$ cat src/rtl/mis_pkg.sv
package mis_pkg;

    typedef enum logic [2:0] {
        ST_IDLE  = 3'd0,
        ST_HOLD  = 3'd1,
        ST_CFG   = 3'd2,
        ST_FILL  = 3'd3,
        ST_REL   = 3'd4,
        ST_READY = 3'd5,
        ST_RUN   = 3'd6
    } seq_state_e;

endpackage

$ cat src/rtl/mis_cfg_rom.sv
module mis_cfg_rom #(
    parameter int              N     = 4,
    parameter int              AW    = 8,
    parameter int              DW    = 16,
    parameter int              IW    = 2,
    parameter logic [N*AW-1:0] ADDRS = '0,
    parameter logic [N*DW-1:0] DATAS = '0
) (
    input  logic [IW-1:0] idx,
    output logic [AW-1:0] addr,
    output logic [DW-1:0] data
);

    logic [AW-1:0] addr_tab [N];
    logic [DW-1:0] data_tab [N];

    for (genvar g = 0; g < N; g++) begin : g_unpack
        assign addr_tab[g] = ADDRS[g*AW +: AW];
        assign data_tab[g] = DATAS[g*DW +: DW];
    end

    always_comb begin
        addr = '0;
        data = '0;
        for (int i = 0; i < N; i++) begin
            if (int'(idx) == i) begin
                addr = addr_tab[i];
                data = data_tab[i];
            end
        end
    end

endmodule

$ cat src/rtl/mis_done_flag.sv
module mis_done_flag (
    input  logic clk,
    input  logic por_n,
    input  logic set,
    output logic done
);

    logic done_d, done_q;

    always_comb begin
        done_d = done_q | set;
    end

    always_ff @(posedge clk or negedge por_n) begin
        if (!por_n) begin
            done_q <= 1'b0;
        end else begin
            done_q <= done_d;
        end
    end

    assign done = done_q;

endmodule

$ cat src/rtl/mis_out_decode.sv
module mis_out_decode
    import mis_pkg::*;
(
    input  seq_state_e st,
    input  logic       done,
    output logic       mem_rst,
    output logic       cfg_we,
    output logic       wr_en,
    output logic       ready,
    output logic       cpu_rst_n
);

    always_comb begin
        mem_rst   = 1'b0;
        cfg_we    = 1'b0;
        wr_en     = 1'b0;
        ready     = 1'b0;
        cpu_rst_n = 1'b0;
        unique case (st)
            ST_IDLE:  mem_rst = !done;
            ST_HOLD:  mem_rst = 1'b1;
            ST_CFG: begin
                mem_rst = 1'b1;
                cfg_we  = 1'b1;
            end
            ST_FILL: begin
                mem_rst = 1'b1;
                wr_en   = 1'b1;
            end
            ST_REL:   ;
            ST_READY: ready = 1'b1;
            ST_RUN: begin
                ready     = 1'b1;
                cpu_rst_n = 1'b1;
            end
            default:  mem_rst = 1'b1;
        endcase
    end

endmodule

$ cat src/rtl/mem_init_sequencer.sv
module mem_init_sequencer
    import mis_pkg::*;
#(
    parameter int                    DEPTH     = 16,
    parameter int                    DW        = 32,
    parameter logic [DW-1:0]         FILL_VAL  = '0,
    parameter int                    HOLD_CYC  = 8,
    parameter int                    CFG_N     = 4,
    parameter int                    CFG_AW    = 8,
    parameter int                    CFG_DW    = 16,
    parameter logic [CFG_N*CFG_AW-1:0] CFG_ADDRS = {8'h30, 8'h20, 8'h10, 8'h04},
    parameter logic [CFG_N*CFG_DW-1:0] CFG_DATAS = {16'hD00D, 16'hC0DE, 16'hBEEF, 16'hA5A5},
    localparam int                   AW        = (DEPTH > 1) ? $clog2(DEPTH) : 1
) (
    input  logic              clk,
    input  logic              por_n,
    input  logic              sys_rst_n,
    input  logic              supply_ok,
    output logic              mem_rst,
    output logic              cfg_we,
    output logic [CFG_AW-1:0] cfg_addr,
    output logic [CFG_DW-1:0] cfg_data,
    output logic              wr_en,
    output logic [AW-1:0]     wr_addr,
    output logic [DW-1:0]     wr_data,
    output logic              ready,
    output logic              cpu_rst_n
);

    localparam int CNT_MAX = (DEPTH > HOLD_CYC) ? ((DEPTH > CFG_N) ? DEPTH : CFG_N)
                                                : ((HOLD_CYC > CFG_N) ? HOLD_CYC : CFG_N);
    localparam int CW      = $clog2(CNT_MAX) + 1;
    localparam int CIW     = (CFG_N > 1) ? $clog2(CFG_N) : 1;

    localparam logic [CW-1:0] HOLD_LAST = CW'(HOLD_CYC - 1);
    localparam logic [CW-1:0] CFG_LAST  = CW'(CFG_N - 1);
    localparam logic [CW-1:0] FILL_LAST = CW'(DEPTH - 1);

    typedef struct packed {
        seq_state_e      st;
        logic [CW-1:0]   cnt;
    } seq_regs_t;

    seq_regs_t seq_d, seq_q;
    logic      done_q;
    logic      done_set;

    // next-state computation
    always_comb begin
        seq_d    = seq_q;
        done_set = 1'b0;
        unique case (seq_q.st)
            ST_IDLE: begin
                if (done_q) begin
                    seq_d.st = ST_READY;
                end else if (supply_ok) begin
                    seq_d.st  = ST_HOLD;
                    seq_d.cnt = '0;
                end
            end
            ST_HOLD: begin
                if (seq_q.cnt == HOLD_LAST) begin
                    seq_d.st  = ST_CFG;
                    seq_d.cnt = '0;
                end else begin
                    seq_d.cnt = seq_q.cnt + 1'b1;
                end
            end
            ST_CFG: begin
                if (seq_q.cnt == CFG_LAST) begin
                    seq_d.st  = ST_FILL;
                    seq_d.cnt = '0;
                end else begin
                    seq_d.cnt = seq_q.cnt + 1'b1;
                end
            end
            ST_FILL: begin
                if (seq_q.cnt == FILL_LAST) begin
                    seq_d.st  = ST_REL;
                    seq_d.cnt = '0;
                    done_set  = 1'b1;
                end else begin
                    seq_d.cnt = seq_q.cnt + 1'b1;
                end
            end
            ST_REL:   seq_d.st = ST_READY;
            ST_READY: seq_d.st = ST_RUN;
            ST_RUN:   seq_d.st = ST_RUN;
            default:  seq_d.st = ST_IDLE;
        endcase
        if (!sys_rst_n) begin
            seq_d.st  = ST_IDLE;
            seq_d.cnt = '0;
            done_set  = 1'b0;
        end
    end

    always_ff @(posedge clk or negedge por_n) begin
        if (!por_n) begin
            seq_q.st  <= ST_IDLE;
            seq_q.cnt <= '0;
        end else begin
            seq_q <= seq_d;
        end
    end

    mis_done_flag u_done (
        .clk   (clk),
        .por_n (por_n),
        .set   (done_set),
        .done  (done_q)
    );

    mis_cfg_rom #(
        .N     (CFG_N),
        .AW    (CFG_AW),
        .DW    (CFG_DW),
        .IW    (CIW),
        .ADDRS (CFG_ADDRS),
        .DATAS (CFG_DATAS)
    ) u_rom (
        .idx  (seq_q.cnt[CIW-1:0]),
        .addr (cfg_addr),
        .data (cfg_data)
    );

    mis_out_decode u_dec (
        .st        (seq_q.st),
        .done      (done_q),
        .mem_rst   (mem_rst),
        .cfg_we    (cfg_we),
        .wr_en     (wr_en),
        .ready     (ready),
        .cpu_rst_n (cpu_rst_n)
    );

    assign wr_addr = seq_q.cnt[AW-1:0];
    assign wr_data = FILL_VAL;

endmodule

$ cat config.mk
export PLATFORM = sky130hd
export DESIGN_NAME = mem_init_sequencer
export DESIGN_NICKNAME = d
export VERILOG_FILES = /design/src/rtl/mis_pkg.sv /design/src/rtl/mis_cfg_rom.sv /design/src/rtl/mis_done_flag.sv /design/src/rtl/mis_out_decode.sv /design/src/rtl/mem_init_sequencer.sv
export SDC_FILE = /design/constraint.sdc
export NUM_CORES = 1
export LEC_CHECK = 0
export BUFFER_PORTS_ARGS = -buffer_cell sky130_fd_sc_hd__clkbuf_2
export CORE_MARGIN = 8
export CORE_UTILIZATION = 41
export CTS_BUF_LIST = sky130_fd_sc_hd__clkbuf_4 sky130_fd_sc_hd__clkbuf_8
export DETAILED_ROUTE_END_ITERATION = 12
export GPL_ROUTABILITY_DRIVEN = 0
export PLACE_DENSITY = 0.75
export SYNTH_ARGS = -nofsm -noshare
export SYNTH_HDL_FRONTEND = slang
export SYNTH_HIERARCHICAL = 1
export SYNTH_SLANG_ARGS = --single-unit
$ cat constraint.sdc
create_clock -name clk -period 1.7 [get_ports clk]
set_input_delay 0.255 -clock clk [delete_from_list [all_inputs] [get_ports clk]]
set_output_delay 0.255 -clock clk [all_outputs]
set_load 0.01 [all_outputs]
== After elaboration in Yosys (flattened, before gate mapping) ==
Cells that the tools add are included.

* Flip-flop bits (word level): 9
* Bits in latches: 0
* RAM bits: 0
* ROM bits: 0
* Bits of input ports: 4
* Memories: 0

* Add/subtract/negate cells: 1
* Multiply operators: 0
* Div/mod/pow operators: 0
* Order comparisons: 0
* Equal/unequal tests: 19
* Shifts and indexed selects: 0
* Multiplexer cells: 28
* Bitwise logic cells: 1
* Reductions and logical operators: 7

{| class="wikitable"
|+ Operators with widths
! operator !! count
|-
| $mux W16 || 4
|-
| $mux W5 || 5
|-
| $pmux W5 S4 || 1
|-
| $pmux W3 S6 || 1
|-
| $mux W8 || 2
|-
| $mux W3 || 5
|-
| $ne A3 B3 Y1 const B || 5
|-
| $mux W6 || 2
|-
| $eq A3 B3 Y1 const B || 3
|-
| $mux W1 || 7
|-
| $eq A3 B2 Y1 const B || 2
|-
| $add A5 B1 Y5 const B || 1
|-
| $eq A5 B2 Y1 const B || 1
|-
| $eq A5 B3 Y1 const B || 1
|-
| $eq A5 B4 Y1 const B || 1
|-
| $ne A5 B1 Y1 const B || 1
|-
| $eq A2 B2 Y1 const B || 2
|-
| $ne A4 B4 Y1 const B || 1
|-
| $reduce_and A4 Y1 || 1
|-
| $eq A3 B1 Y1 const B || 1
|-
| $logic_not A3 Y1 || 1
|-
| $reduce_and A3 Y1 || 1
|-
| $reduce_or A3 Y1 || 1
|-
| $eq A2 B1 Y1 const B || 1
|-
| 5 further kinds || 5
|}

== Depth between registers and ports, before layout ==
Gate-level depths: netlist (run 1).

* Word-level depth: 5
* Mapped depth: 8

== By module ==
The synthesis (run 1) kept the hierarchy.

{| class="wikitable"
|+ Modules (own cells, without submodules)
! module !! times used !! cells each !! area an instance (µm²) !! seq. area each (µm²)
|-
| mem_init_sequencer || 1 || 105 || 872.1 || 200.2
|-
| mis_cfg_rom || 1 || 32 || 251.5 || 0.0
|-
| mis_out_decode || 1 || 9 || 58.8 || 0.0
|-
| mis_done_flag || 1 || 2 || 31.3 || 25.0
|}

== Worst setup path before layout (run 1) ==
OpenSTA, ideal clock, no wires.

* Path type: reg2reg
* Start point: register seq_q (netlist bit wr_addr[0])
* End point: register seq_q[5] (netlist name)
* Setup time: 0.066 ns
* Arrival time: 1.666 ns
* Required time: 1.634 ns
* Path slack: -0.032 ns
* Cell stages (with the launch flop): 7
* Cells stage by stage: dfrtp_1 -> ha_1 -> nand3_1 -> inv_1 -> ha_1 -> a2111oi_0 -> o31a_1

* Cells in the longest elaborated chain, start to end: 3
* Elaborated cells on any way between the ends: 7
* Classes of those cells: eq/ne (6); reduce/logical (1)

{| class="wikitable"
|+ RTL lines
! item !! line !! text
|-
| start, declared || mem_init_sequencer.sv:44 || <nowiki>seq_regs_t seq_d, seq_q;</nowiki>
|-
| start signal, assigned || mem_init_sequencer.sv:103 || <nowiki>seq_q <= seq_d;</nowiki>
|-
| $eq A5 B4 Y1 (tied with other cells) || mem_init_sequencer.sv:78 || <nowiki>if (seq_q.cnt == FILL_LAST) begin</nowiki>
|-
| $ne A3 B3 Y1 (no source line) || -- ||
|-
| $reduce_and A4 Y1 (no source line) (*) || -- ||
|}

Mark *: on every way between the ends. The rest lies on a longest branch, timed or not.
A chain may end at the register's enable or synchronous reset.

== Worst setup path after layout (run 1) ==
* Start point: register seq_q (netlist bit wr_addr[0])
* End point: output port cfg_data[13]

* Cells in the longest elaborated chain, start to end: 5
* Elaborated cells on any way between the ends: 8
* Classes of those cells: eq/ne (3); mux (4); reduce/logical (1)

{| class="wikitable"
|+ RTL lines
! item !! line !! text
|-
| $logic_not A2 Y1 || mis_cfg_rom.sv:26 || <nowiki>if (int'(idx) == i) begin</nowiki>
|-
| $mux W16 (3 in series) || mis_cfg_rom.sv:26 ||
|-
| $mux W16 (*) || mis_cfg_rom.sv:26 ||
|-
| end, declared || mem_init_sequencer.sv:22 || <nowiki>output logic [CFG_DW-1:0] cfg_data,</nowiki>
|}

Marked as above.

==> impl_metrics.env, run 1 <==
export IMPL_status="finished with violations"
export IMPL_violations="setup timing"
export IMPL_hpwl_um=2080
export IMPL_synth_edf_count=0
export IMPL_crit_start="wr_addr[0]"
export IMPL_finalCriticalPeriod_ns=1.71
export IMPL_antenna_found_initial=0
export IMPL_yosysUniqueCellTypes=39
export IMPL_clk_latency_ns=0.26
export IMPL_detail_route_wl_per_cell_um=13.4
export IMPL_clk_pin_slew_ns=0.06
export IMPL_p_leak_nw=0.728
export IMPL_first_global_vias=976
export IMPL_dr_pass1_iters=4
export IMPL_p_per_area_mw_per_mm2=821
export IMPL_wl_um=2840
export IMPL_io_pins=69
export IMPL_drive_above_1_share_pct=40.0
export IMPL_cts_made_buffers=3
export IMPL_ir_worst_vdd_uv=422
export IMPL_max_freq_mhz=585
export IMPL_netlist_area_leader_share_pct=30.3
export IMPL_clockBufferDepth=2
export IMPL_fin_nets=196
export IMPL_rrSetupSlack_ns=0.06
export IMPL_synth_seq_cells=9
export IMPL_final_util_pct=49.6
export IMPL_rr_endpoint="wr_addr[2]"
export IMPL_yosys_top_cells_count="49 x buf_4, 11 x ha_1, 11 x nor2_1"
export IMPL_finalWorstSetupSlack_ns=-0.00946
export IMPL_drv_cap=0
export IMPL_arrival_ns=1.45
export IMPL_grt_max_degree=16
export IMPL_report_final_slew_viol_count=0
export IMPL_rsz0062_at_grt="yes"
export IMPL_cp_end_kind="output pin"
export IMPL_ant_nets=0
export IMPL_io_buffers=31
export IMPL_worstHoldPathType="input pin to flop"
export IMPL_syn_avg_cell_area_um2=8.20
export IMPL_critPathKind="flop to output pin"
export IMPL_hold_violations=0
export IMPL_worstPathCellList="buf_6 -> ha_4 -> or2_4 -> nor2_4 -> buf_2"
export IMPL_vias=975
export IMPL_ys_flop_type="dfrtp_1"
export IMPL_ys_seq_area_share_pct=18.6
export IMPL_fin_crit_sh_pct=101
export IMPL_seq_area_um2=229
export IMPL_cp_max_fo=4
export IMPL_crit_path_max_incr_delay_ns=0.42
export IMPL_yosysMostFrequentCell="buf_4"
export IMPL_reg2reg_from="wr_addr[0]"
export IMPL_synthesis_area_mm2=0.00121
export IMPL_grt_overflow=0
export IMPL_cts_tree="done"
export IMPL_power_mw=1.13
export IMPL_track_usage_pct=10.6
export IMPL_synth_warnings=6
export IMPL_htree_levels=1
export IMPL_finClkSkew_ns=0.00135
export IMPL_start_util_pct=43.6
export IMPL_cp_slowest_cell="dfrtp_2"
export IMPL_clock_sinks=9
export IMPL_root_buffer="clkbuf_4"
export IMPL_multi_input_area_um2=778
export IMPL_drtIter0Drc=44
export IMPL_setup_viol=3
export IMPL_grt_pass1_wl_um=4400
export IMPL_place_ws_ns=0.0182
export IMPL_drcViolationCount=0
export IMPL_r2r_cells=9
export IMPL_viasPerCell=4.62
export IMPL_synthArstFlopShare_pct=100
export IMPL_synth_area_leaders="buf_4 30%, dfrtp_1 19%, ha_1 11%"
export IMPL_area_delta_synth_final_pct=13.7
export IMPL_fillers=263
export IMPL_synthCells=148
export IMPL_row_count=19
export IMPL_n_antenna_cell=0
export IMPL_die_y_um=70.4
export IMPL_core_area_mm2=0.00278
export IMPL_cp_start_kind="flop"
export IMPL_die_x_um=70.4
export IMPL_critPathRequiredTime_ns=1.44
export IMPL_die_area_mm2=0.00496
export IMPL_netlist_top_cell_by_area="buf_4"
export IMPL_crit_end="cfg_data[13]"
## through the flow
stage	hold slack, ns	instances	TNS (ns)	cell area, um2
2_1_floorplan	-0.0406	183	0	1350
3_5_place_dp	0.131	201	0	1200
5_1_grt	0.286	211	-0.234	1380
6_report	0.279	211	-0.0240	1380
3_3_place_gp	0.128	201	0	1200
4_1_cts	0.274	211	-0.0259	1330
## flip-flops by register name, indices dropped and copies added (netlist names)
register,flops
u_done/done,1
wr_addr,4
seq_q,4
## routing by layer
layer | vias up | wire length [um] | track usage [%]
li1 | 465 | - | -
met3 | 6 | 158 | 2.54
met4 | 0 | 59 | 6.92
met1 | 458 | 1090 | 10.7
met5 | - | 0 | 0
met2 | 46 | 1530 | 18.7
## how the worst min path moves through the flow
stage          startpoint     endpoint  slack (ns)  depth (start not counted)
3_3_place_gp        por_n  u_done/done        0.13                          1
5_1_grt         sys_rst_n     seq_q[5]        0.29                          2
2_1_floorplan       por_n     seq_q[4]       -0.04                          0
6_report        sys_rst_n     seq_q[5]        0.28                          2
4_1_cts         sys_rst_n     seq_q[5]        0.27                          2
3_5_place_dp        por_n  u_done/done        0.13                          1
## cell usage in the layout (no fill, tap or decap), types with 2 or more instances in the layout
cell type,synthesis,final
nand3_2,0,2
a22o_1,2,2
a21oi_1,2,2
inv_1,9,8
buf_4,49,11
and2_1,4,4
ha_1,11,5
nand3_1,4,2
a31oi_1,2,2
dfrtp_1,9,6
buf_6,2,2
xor2_1,2,2
nor2_1,11,10
or2_1,2,2
nand2b_1,3,3
ha_4,0,2
buf_2,0,3
conb_1,2,37
a31o_2,2,2
ha_2,0,4
clkbuf_2,0,28
o21ai_0,2,2
clkbuf_4,0,4
dfrtp_2,0,3
nand2_1,6,5
nor3b_1,2,2
## cells by family (layout without fill, tap and decap cells)
family / Yosys count / in the layout / share of synthesized area [%]
flip-flops: 9 / 9 / 18.6
adder cells (fa/ha/maj): 11 / 11 / 11.3
AO/OA/AOI/OAI: 22 / 22 / 13.9
buffers and inverters: 61 / 58 / 36.1
XOR/XNOR: 3 / 3 / 2.17
other: 2 / 37 / 0.619
AND/OR/NAND/NOR: 40 / 40 / 17.3
## power breakdown
part / switching (mW) / internal, mW / total (mW)
combinational: 0.387 / 0.287 / 0.674
sequential: 0.0381 / 0.239 / 0.277
clock: 0.0768 / 0.107 / 0.183
## worst max-delay path: cells and delay by family (launching register included)
kind	cells	cell delay (ns)
flops	1	0.42
simple gates	2	0.35
buf+inv	2	0.27
fa+ha+maj	1	0.15
## repair_timing
action,in CTS,in global routing
setup endpoints to repair,8,13
buffers inserted,5,0
hold buffers,1,0
endpoints found under the hold margin,9,0
pin swaps,4,1
resized for setup,13,14
## cell type report
type,count,area share (%)
Clock buffer,4,2.18
Inverter,9,2.45
Multi-Input combinational cell,113,56.4
Timing Repair Buffer,45,19.6
Sequential cell,9,16.6
Tap cell,31,2.81
No activity file was read; power rests on OpenSTA's default activity.
==> run 2, diff against run 1 <==
CELL_PAD_IN_SITES_DETAIL_PLACEMENT = 1   (was unset)
CELL_PAD_IN_SITES_GLOBAL_PLACEMENT = 2   (was unset)
CORE_UTILIZATION = 22   (was 41)
PLACE_DENSITY = 0.76   (was 0.75)
==> impl_metrics.env, run 2 (synthesized netlist as in run 1, its figures left out) <==
export IMPL_status="finished, final reports clean"
export IMPL_ir_worst_vdd_uv=253
export IMPL_max_freq_mhz=593
export IMPL_setup_viol=0
export IMPL_hold_start="sys_rst_n"
export IMPL_root_buffer="clkbuf_8"
export IMPL_grt_overflow=0
export IMPL_grt_max_degree=16
export IMPL_report_final_slew_viol_count=0
export IMPL_die_area_mm2=0.00815
export IMPL_finClkSkew_ns=0.00373
export IMPL_p_leak_nw=0.756
export IMPL_clock_sinks=9
export IMPL_cp_max_fo=5
export IMPL_drv_cap=0
export IMPL_cts_tree="done"
export IMPL_rr_endpoint="seq_q[5]"
export IMPL_fin_nets=198
export IMPL_reg2reg_from="wr_addr[0]"
export IMPL_r2r_cells=6
export IMPL_hold_depth=2
export IMPL_start_util_pct=22.5
export IMPL_dr_pass1_iters=3
export IMPL_cts_made_buffers=3
export IMPL_die_y_um=90.3
export IMPL_swShare_pct=42.5
export IMPL_area_delta_synth_final_pct=20.0
export IMPL_io_buffers=31
export IMPL_rsz0062_at_grt="yes"
export IMPL_detail_route_wl_per_cell_um=12.0
export IMPL_clockBufferDepth=2
export IMPL_drcViolationCount=0
export IMPL_critPathRequiredTime_ns=1.44
export IMPL_postPlaceCellArea_mm2=0.00126
export IMPL_n_antenna_cell=0
export IMPL_hpwl_um=2490
export IMPL_antenna_found_initial=0
export IMPL_hold_violations=0
export IMPL_cp_start_kind="flop"
export IMPL_io_pins=69
export IMPL_seqPwrFrac_pct=22.5
export IMPL_p_sw_mw=0.531
export IMPL_drive_above_1_share_pct=38.5
export IMPL_core_area_mm2=0.00541
export IMPL_fin_crit_sh_pct=99.2
export IMPL_die_x_um=90.3
export IMPL_vias=981
export IMPL_clk_latency_ns=0.24
export IMPL_arrival_ns=1.43
export IMPL_clk_pin_slew_ns=0.05
export IMPL_wl_um=3050
export IMPL_drtIter0Drc=20
export IMPL_viasPerCell=3.86
export IMPL_p_per_area_mw_per_mm2=858
export IMPL_ant_nets=0
export IMPL_finalCriticalPeriod_ns=1.69
export IMPL_whs_ns=0.313
export IMPL_final_area_mm2=0.00146
export IMPL_most_common_layout_cells="37 x conb_1, 27 x clkbuf_2, 12 x buf_4, 11 x nor2_1"
export IMPL_cp_end_kind="output pin"
export IMPL_layout_commonest_cell="conb_1"
export IMPL_rrSetupSlack_ns=0.13
export IMPL_first_global_vias=1107
export IMPL_whs_endpoint="seq_q[5]"
export IMPL_p_clk_share_pct=22.4
export IMPL_grt_pass1_wl_um=5090
export IMPL_p_comb_share_pct=55.1
export IMPL_final_util_pct=26.9
export IMPL_internal_power_mw=0.718
export IMPL_critPathKind="flop to output pin"
export IMPL_row_count=27
export IMPL_htree_levels=1
export IMPL_track_usage_pct=7.48
export IMPL_worstHoldPathType="input pin to flop"
-- run 2: what timing repair did --
item                       CTS  global route
setup endpoints to repair    6             9
hold endpoints to repair     9             0
hold buffers                 1             0
buffers inserted             4             2
gates resized for setup     16            10
pin swaps                    4             3
-- run 2: routing by layer --
| metal | vias up | GRT usage, % | routed length, um |
|---|---|---|---|
| li1 | 474 | - | - |
| met1 | 463 | 7.98 | 1260 |
| met2 | 39 | 12.6 | 1520 |
| met3 | 5 | 1.83 | 187 |
| met4 | 0 | 5.41 | 84 |
| met5 | - | 0 | 0 |
-- run 2: metrics by stage --
stage	setup WS [ns]	power, mW	TNS [ns]	instances
final	0.0141	1.25	0	254
after global routing	-0.0383	1.35	-0.133	254
after CTS	-0.00666	1.24	-0.0107	252
after detailed placement	0.0240	0.875	0	243
after global placement	-0.00683	0.866	-0.00683	243
after floorplan	0.00217	0.810	0	183
-- run 2: worst max path at each step --
stage,end,cells past startpoint,startpoint
5_1_grt,cfg_data[10],5,wr_addr[0]
3_5_place_dp,wr_addr[2],8,wr_addr[0]
4_1_cts,cfg_data[5],5,wr_addr[0]
6_report,cfg_data[12],5,wr_addr[0]
2_1_floorplan,seq_q[5],6,wr_addr[0]
3_3_place_gp,seq_q[5],6,wr_addr[0]
-- run 2: layout make-up --
| class | count | area, um2 |
|---|---|---|
| Clock buffer | 4 | 48.8 |
| Fill cell | 672 | 3950 |
| Inverter | 9 | 36.3 |
| Multi-Input combinational cell | 113 | 764 |
| Sequential cell | 9 | 228 |
| Tap cell | 72 | 90.1 |
| Timing Repair Buffer | 47 | 289 |
-- run 2: worst max-delay path: stages, from the launching register on --
cell     delay [ns]
dfrtp_2        0.41
buf_6          0.14
buf_6          0.12
ha_4           0.15
or2_1          0.23
buf_2          0.14
-- run 2: power groups by stage --
stage | Clock, mW | Combinational, mW | Sequential, mW
5_1_grt | 0.295 | 0.762 | 0.289
3_5_place_dp | 0 | 0.593 | 0.282
6_report | 0.280 | 0.688 | 0.282
2_1_floorplan | 0 | 0.530 | 0.279
3_3_place_gp | 0 | 0.585 | 0.281
4_1_cts | 0.287 | 0.675 | 0.280
